<file path="src/rtl/dla_pkg.sv">
package dla_pkg;

    // Arbiter phases
    typedef enum logic [1:0] {
        ST_IDLE  = 2'd0,   // no owner, both sides passive
        ST_DELAY = 2'd1,   // owner chosen, slave pull-down waiting
        ST_HOLD  = 2'd2,   // slave pull-down copying the low
        ST_PUSH  = 2'd3    // slave active pull-up pulse
    } arb_state_e;

    typedef enum logic {
        OWN_HOST = 1'b0,
        OWN_CARD = 1'b1
    } side_e;

    // Bit positions in the synchronized level vector
    localparam int unsigned HOST_BIT = 1;
    localparam int unsigned CARD_BIT = 0;

    typedef struct packed {
        logic host_pd;
        logic host_pu;
        logic card_pd;
        logic card_pu;
    } drive_t;

    function automatic int unsigned cnt_bits(input int unsigned span);
        return (span < 2) ? 1 : $clog2(span);
    endfunction

    function automatic int unsigned max_u(input int unsigned a, input int unsigned b);
        return (a > b) ? a : b;
    endfunction

    // Turn the arbiter phase and owner into pad enables
    function automatic drive_t drive_of(input arb_state_e st,
                                        input side_e owner,
                                        input logic enabled);
        drive_t d;
        d = '0;
        if (!enabled) begin
            d.card_pd = 1'b1;
        end else begin
            unique case (st)
                ST_HOLD: begin
                    if (owner == OWN_HOST) d.card_pd = 1'b1;
                    else                   d.host_pd = 1'b1;
                end
                ST_PUSH: begin
                    if (owner == OWN_HOST) d.card_pu = 1'b1;
                    else                   d.host_pu = 1'b1;
                end
                default: d = '0;
            endcase
        end
        return d;
    endfunction

endpackage

</file>
<file path="src/rtl/dla_sync.sv">
module dla_sync #(
    parameter int unsigned WIDTH  = 2,
    parameter int unsigned STAGES = 2
) (
    input  logic             clk,
    input  logic             rst,
    input  logic [WIDTH-1:0] raw,
    output logic [WIDTH-1:0] synced
);
    logic [WIDTH-1:0] chain [STAGES];

    generate
        for (genvar s = 0; s < STAGES; s++) begin : g_stage
            if (s == 0) begin : g_first
                always_ff @(posedge clk) begin
                    if (rst) chain[s] <= '1;
                    else     chain[s] <= raw;
                end
            end else begin : g_next
                always_ff @(posedge clk) begin
                    if (rst) chain[s] <= '1;
                    else     chain[s] <= chain[s-1];
                end
            end
        end
    endgenerate

    assign synced = chain[STAGES-1];

endmodule

</file>
<file path="src/rtl/dla_edge.sv">
module dla_edge #(
    parameter int unsigned WIDTH = 2
) (
    input  logic             clk,
    input  logic             rst,
    input  logic [WIDTH-1:0] lvl,
    output logic [WIDTH-1:0] fall
);
    logic [WIDTH-1:0] prev;

    always_ff @(posedge clk) begin
        if (rst) prev <= '1;
        else     prev <= lvl;
    end

    generate
        for (genvar i = 0; i < WIDTH; i++) begin : g_bit
            assign fall[i] = prev[i] & ~lvl[i];
        end
    endgenerate

endmodule

</file>
<file path="src/rtl/dla_timer.sv">
module dla_timer #(
    parameter int unsigned W = 3
) (
    input  logic         clk,
    input  logic         rst,
    input  logic         clr,
    output logic [W-1:0] cnt
);
    always_ff @(posedge clk) begin
        if (rst || clr)      cnt <= '0;
        else if (cnt != '1)  cnt <= cnt + 1'b1;
    end

endmodule

</file>
<file path="src/rtl/dataline_dir_arbiter.sv">
module dataline_dir_arbiter
    import dla_pkg::*;
#(
    parameter int unsigned SYNC_STAGES = 2,
    parameter int unsigned EDGE_DLY    = 4,
    parameter int unsigned PU_CYC      = 3
) (
    input  logic clk,
    input  logic rst,
    input  logic line_en,
    input  logic host_lvl,
    input  logic card_lvl,
    output logic host_pd_en,
    output logic host_pu_en,
    output logic card_pd_en,
    output logic card_pu_en
);
    localparam int unsigned SPAN = max_u(EDGE_DLY, PU_CYC);
    localparam int unsigned CW   = cnt_bits(SPAN);
    localparam logic [CW-1:0] DLY_LAST = CW'(EDGE_DLY - 1);
    localparam logic [CW-1:0] PU_LAST  = CW'(PU_CYC - 1);

    logic [1:0]  lvl_s;
    logic [1:0]  fall;
    logic [CW-1:0] cnt;
    arb_state_e  st, st_nxt;
    side_e       owner, own_nxt;
    logic        master_hi;
    logic        tmr_clr;
    drive_t      drv;

    dla_sync #(.WIDTH(2), .STAGES(SYNC_STAGES)) u_sync (
        .clk    (clk),
        .rst    (rst),
        .raw    ({host_lvl, card_lvl}),
        .synced (lvl_s)
    );

    dla_edge #(.WIDTH(2)) u_edge (
        .clk  (clk),
        .rst  (rst),
        .lvl  (lvl_s),
        .fall (fall)
    );

    dla_timer #(.W(CW)) u_timer (
        .clk (clk),
        .rst (rst),
        .clr (tmr_clr),
        .cnt (cnt)
    );

    assign master_hi = (owner == OWN_HOST) ? lvl_s[HOST_BIT] : lvl_s[CARD_BIT];

    always_comb begin
        st_nxt  = st;
        own_nxt = owner;
        unique case (st)
            ST_IDLE: begin
                if (fall[HOST_BIT]) begin
                    st_nxt  = ST_DELAY;
                    own_nxt = OWN_HOST;
                end else if (fall[CARD_BIT]) begin
                    st_nxt  = ST_DELAY;
                    own_nxt = OWN_CARD;
                end
            end
            ST_DELAY: begin
                if (master_hi)            st_nxt = ST_IDLE;
                else if (cnt == DLY_LAST) st_nxt = ST_HOLD;
            end
            ST_HOLD: begin
                if (master_hi) st_nxt = ST_PUSH;
            end
            ST_PUSH: begin
                if (cnt == PU_LAST) st_nxt = ST_IDLE;
            end
            default: st_nxt = ST_IDLE;
        endcase
        if (!line_en) st_nxt = ST_IDLE;
    end

    assign tmr_clr = (st_nxt != st);

    always_ff @(posedge clk) begin
        if (rst) begin
            st    <= ST_IDLE;
            owner <= OWN_HOST;
        end else begin
            st    <= st_nxt;
            owner <= own_nxt;
        end
    end

    assign drv        = drive_of(st, owner, line_en);
    assign host_pd_en = drv.host_pd;
    assign host_pu_en = drv.host_pu;
    assign card_pd_en = drv.card_pd;
    assign card_pu_en = drv.card_pu;

    // Assertions next to the logic they guard
    AST_ONE_ENABLE: assert property (@(posedge clk) disable iff (rst)
        line_en |-> $onehot0({host_pd_en, host_pu_en, card_pd_en, card_pu_en}));

    AST_DISABLED_IDLE: assert property (@(posedge clk) disable iff (rst)
        !line_en |=> (st == ST_IDLE));

    AST_HOLD_AFTER_DELAY: assert property (@(posedge clk) disable iff (rst)
        (st == ST_HOLD && $past(st) != ST_HOLD) |-> ($past(st) == ST_DELAY && $past(cnt) == DLY_LAST));

    AST_PUSH_BOUNDED: assert property (@(posedge clk) disable iff (rst)
        (st == ST_PUSH) |-> (cnt <= PU_LAST));

    AST_OWNER_KEPT: assert property (@(posedge clk) disable iff (rst)
        (st != ST_IDLE && $past(st) != ST_IDLE) |-> $stable(owner));

    AST_TIE_HOST: assert property (@(posedge clk) disable iff (rst)
        (st == ST_IDLE && line_en && fall[HOST_BIT] && fall[CARD_BIT]) |=> (owner == OWN_HOST));

    AST_EARLY_RELEASE: assert property (@(posedge clk) disable iff (rst)
        (st == ST_DELAY && master_hi) |=> (st == ST_IDLE));

endmodule

</file>
<file path="config.mk">
export PLATFORM = sky130hd
export DESIGN_NAME = dataline_dir_arbiter
export DESIGN_NICKNAME = d
export VERILOG_FILES = /design/src/rtl/dla_pkg.sv /design/src/rtl/dla_sync.sv /design/src/rtl/dla_edge.sv /design/src/rtl/dla_timer.sv /design/src/rtl/dataline_dir_arbiter.sv
export SDC_FILE = /design/constraint.sdc
export NUM_CORES = 1
export LEC_CHECK = 0
export CAP_MARGIN = 20
export CORE_AREA = 2 2 39 41
export CTS_BUF_LIST = sky130_fd_sc_hd__clkbuf_4
export DETAILED_ROUTE_END_ITERATION = 10
export DIE_AREA = 0 0 41 43
export GPL_TIMING_DRIVEN = 0
export MAX_ROUTING_LAYER = met4
export SLEW_MARGIN = 20
export SYNTH_ARGS = -nofsm -noshare
export SYNTH_HDL_FRONTEND = slang
export SYNTH_SLANG_ARGS = --single-unit
</file>
<file path="constraint.sdc">
create_clock -name clk -period 1.8 [get_ports clk]
set_input_delay 0.54 -clock clk [delete_from_list [all_inputs] [get_ports clk]]
set_output_delay 0.54 -clock clk [all_outputs]
set_load 0.005 [all_outputs]
</file>
==> metrics.json <==
{
  "worst_slew_margin_rel_pct": 77.9,
  "post_synth_xor_area_fraction_pct": 1.68,
  "cts_made_buffers": 3,
  "postSynth.asyncResetShare_pct": 0,
  "max_stage_delay_ns": 0.34,
  "global_route.usage.total_pct": 13.5,
  "io_pins": 9,
  "cp_slowest_cell": "dfxtp_2",
  "cts.hold.buffers_added": 0,
  "peakVddDrop_mv": 0.366,
  "grt_setup_unrepaired": "false",
  "tritoncts_clock_tree": "done",
  "setup_viol": 0,
  "finish.net_count": 85,
  "htreeDepth": 1,
  "clk_path_buf_depth": 2,
  "core_ar_mm2": 0.00138,
  "dp_hpwl_um": 642,
  "cts_root_buf": "clkbuf_4",
  "p_per_area_mw_per_mm2": 745,
  "synthDistinctLibCells": 22,
  "synth_compound_gate_area_share_pct": 12.3,
  "critical_path.reg2reg.startpoint": "owner",
  "rows": 14,
  "dr.pass1.iters": 1,
  "static_leak_nw": 0.302,
  "grt-ovfl-total": 0,
  "path_cells": "buf_6 -> or2b_4 -> o21ai_1 -> buf_2",
  "clock_sinks": 11,
  "syn-mean-instance-area_um2": 8.67,
  "worst_hold_slack_ns": 0.411,
  "antenna_cells": 0,
  "rr_endpoint": "u_timer.cnt[0]",
  "hold_path_class": "flop to flop",
  "critPathLaunch": "st[1]",
  "routabilityCongestion": 0.693,
  "post-layout-total-power_mw": 0.514,
  "layout-drive-gt1-share_pct": 35.1,
  "synth_warnings": 0,
  "synthesis.area_um2": 520,
  "share_clk_of_total_power_pct": 34.4,
  "comb_power_share_pct": 13.3,
  "stdcell_area_um2": 691,
  "required_ns": 1.26,
  "portBuffers": 8,
  "clock_insertion_delay_worst_skew_ns": 0.26,
  "pin_count_of_the_biggest_net_entering_global_routing": 11,
  "die_height_um": 43,
  "post-route-util_pct": 49.9,
  "endpoint": "card_pd_en",
  "synth_edf_count": 0,
  "drt-total-wl_um": 947,
  "floorplan.initialDensity_pct": 37.6,
  "grt_first_pass_wirelength_um": 1520,
  "floorplan.die.width_um": 41,
  "vias": 439,
  "synth_ff_type": "dfxtp_1",
  "net-switching-power_mw": 0.118,
  "drtIter0Drc": 0,
  "synth-seq-area-share_pct": 42.3,
  "layout.cells.non_filler": 93,
  "worstSetupPathType": "flop to primary output",
  "wl_per_cell_um": 10.2,
  "area_delta_synth_final_pct": 32.7,
  "post-route-period-util_pct": 95.9,
  "critical_path.startpoint_type": "flop",
  "combinational_family_with_the_most_area_after_synthesis": "simple AND/OR/NAND/NOR gates",
  "worst-r2r-cell-count": 4,
  "clock-skew-final_ns": 0.00429,
  "p_int_mw": 0.396,
  "worstSetupEndpointType": "primary output",
  "switching_share_pct": 23.0,
  "detail_route.drc_violations": 0,
  "yosys-mux-area-fraction_pct": 2.88,
  "finalHoldViolations": 0,
  "viasPerCell": 4.72,
  "r2r_slack_ns": 0.19,
  "synth_simple_gate_area_share_pct": 33.2,
  "finalCriticalPeriod_ns": 1.73,
  "overall_die_area_mm2": 0.00176,
  "post_synth_fa_ha_maj_area_fraction_pct": 4.81,
  "power_frac_seq_pct": 52.3,
  "antenna_found_initial": 0,
  "final_antenna_net_count": 0,
  "synthCells": 60,
  "timing.final.max_slew_violations": 0,
  "synth_seq_cells": 11,
  "syn_nets": 67,
  "timing.critical_path.fanout_max": 2,
  "dpl-instance-area_um2": 621,
  "fillCellCount": 141,
  "run_status": "complete, no violations",
  "cp.arrival_ns": 1.19,
  "max_cap_violations": 0,
  "grt_pass1_vias": 393,
  "numPlacedInstances": 84,
  "clock_slew_seen_by_the_registers_of_the_worst_setup_and_hold_paths_ns": 0.07,
  "max_freq_mhz": 579,
  "max_slew.worst_pin.slew_ns": 0.328
}
## power groups by stage
stage	combinational [mW]	clock (mW)	sequential [mW]
after floorplan	0.0446	0	0.272
after global placement	0.0651	0	0.274
after detailed placement	0.0658	0	0.275
after CTS	0.0684	0.187	0.269
after global routing	0.0763	0.202	0.271
final	0.0685	0.177	0.269
## worst min path at each step
stage | from | to | slack [ns] | depth (start not counted)
floorplan | u_sync.chain[0][0] | u_sync.chain[1][0] | 0.39 | 1
global placement | u_sync.chain[0][1] | u_sync.chain[1][1] | 0.39 | 1
detailed placement | u_sync.chain[0][0] | u_sync.chain[1][0] | 0.40 | 1
CTS | u_sync.chain[0][1] | u_sync.chain[1][1] | 0.42 | 1
global route | u_sync.chain[0][1] | u_sync.chain[1][1] | 0.43 | 1
finish | u_sync.chain[0][1] | u_sync.chain[1][1] | 0.41 | 1
## layer usage
layer,GRT usage [%],routed length (um)
met5,-,0
met4,10.0,14
met3,4.71,46
met2,20.6,443
met1,13.3,443
## state kept, by name, indices dropped and copies added (netlist names)
signal / count
u_sync.chain: 4
st: 2
u_edge.prev: 2
u_timer.cnt: 2
owner: 1
## area by class of cell
| class | instances | area (um^2) | share of cell area, % |
|---|---|---|---|
| plain buffers | 2 | 27.5 | 3.99 |
| clock buffers | 4 | 30.0 | 4.35 |
| inverters | 2 | 7.51 | 1.09 |
| multi-input cells | 45 | 288 | 41.7 |
| flip-flops and latches | 11 | 221 | 32.1 |
| well taps | 16 | 20.0 | 2.90 |
| repair buffers | 13 | 96.3 | 13.9 |
## cell usage after synthesis, types with 2 or more instances
master    instances  area share, %
nor4_1            2            2.4
ha_1              2            4.8
or2_2             6            7.2
nor3_1            5            4.8
a21oi_1           5            4.8
nand2b_1          4            4.8
nand2_1           2            1.4
nand3_1           2            1.9
inv_1             2            1.4
dfxtp_1          11             42
clkbuf_1          2            1.4
nor2_1            7            5.0
## timing repair
action,4_1_cts,5_1_grt
gates resized for setup,20,7
pin swaps,0,1
setup endpoints to repair,4,4
hold endpoints to repair,0,0
buffers inserted,4,1
## metrics by stage
step	worst slack (ns)	TNS, ns
detailed placement	-0.622	-2.26
global placement	-0.621	-2.27
floorplan	0.384	0
finish	0.0731	0
CTS	0.00607	0
global route	0.00836	0
## placed cells by master (no fill, tap or decap), types with 2 or more instances in the layout
cell type,instances
clkbuf_2,3
inv_1,2
clkdlybuf4s50_1,3
nor2_1,7
nand2_1,2
nor3_1,5
a21oi_1,5
dfxtp_1,10
nand3_1,2
buf_4,4
clkbuf_8,2
buf_2,2
clkbuf_4,4
or2_2,6
nor4_1,2
ha_1,2
nand2b_1,4
## critical path, delay by kind of cell, from the launching register on
kind | cells | cell delay [ns]
flops | 1 | 0.34
buf+inv | 2 | 0.21
simple gates | 1 | 0.27
compound gates | 1 | 0.12
## cells by family after synthesis
logic type               Yosys count
XOR/XNOR                           1
AND/OR/NAND/NOR                   31
adder cells (fa/ha/maj)            2
AO/OA/AOI/OAI                     10
buffers and inverters              4
multiplexers                       1
flip-flops                        11
No activity file was read; power rests on OpenSTA's default activity.
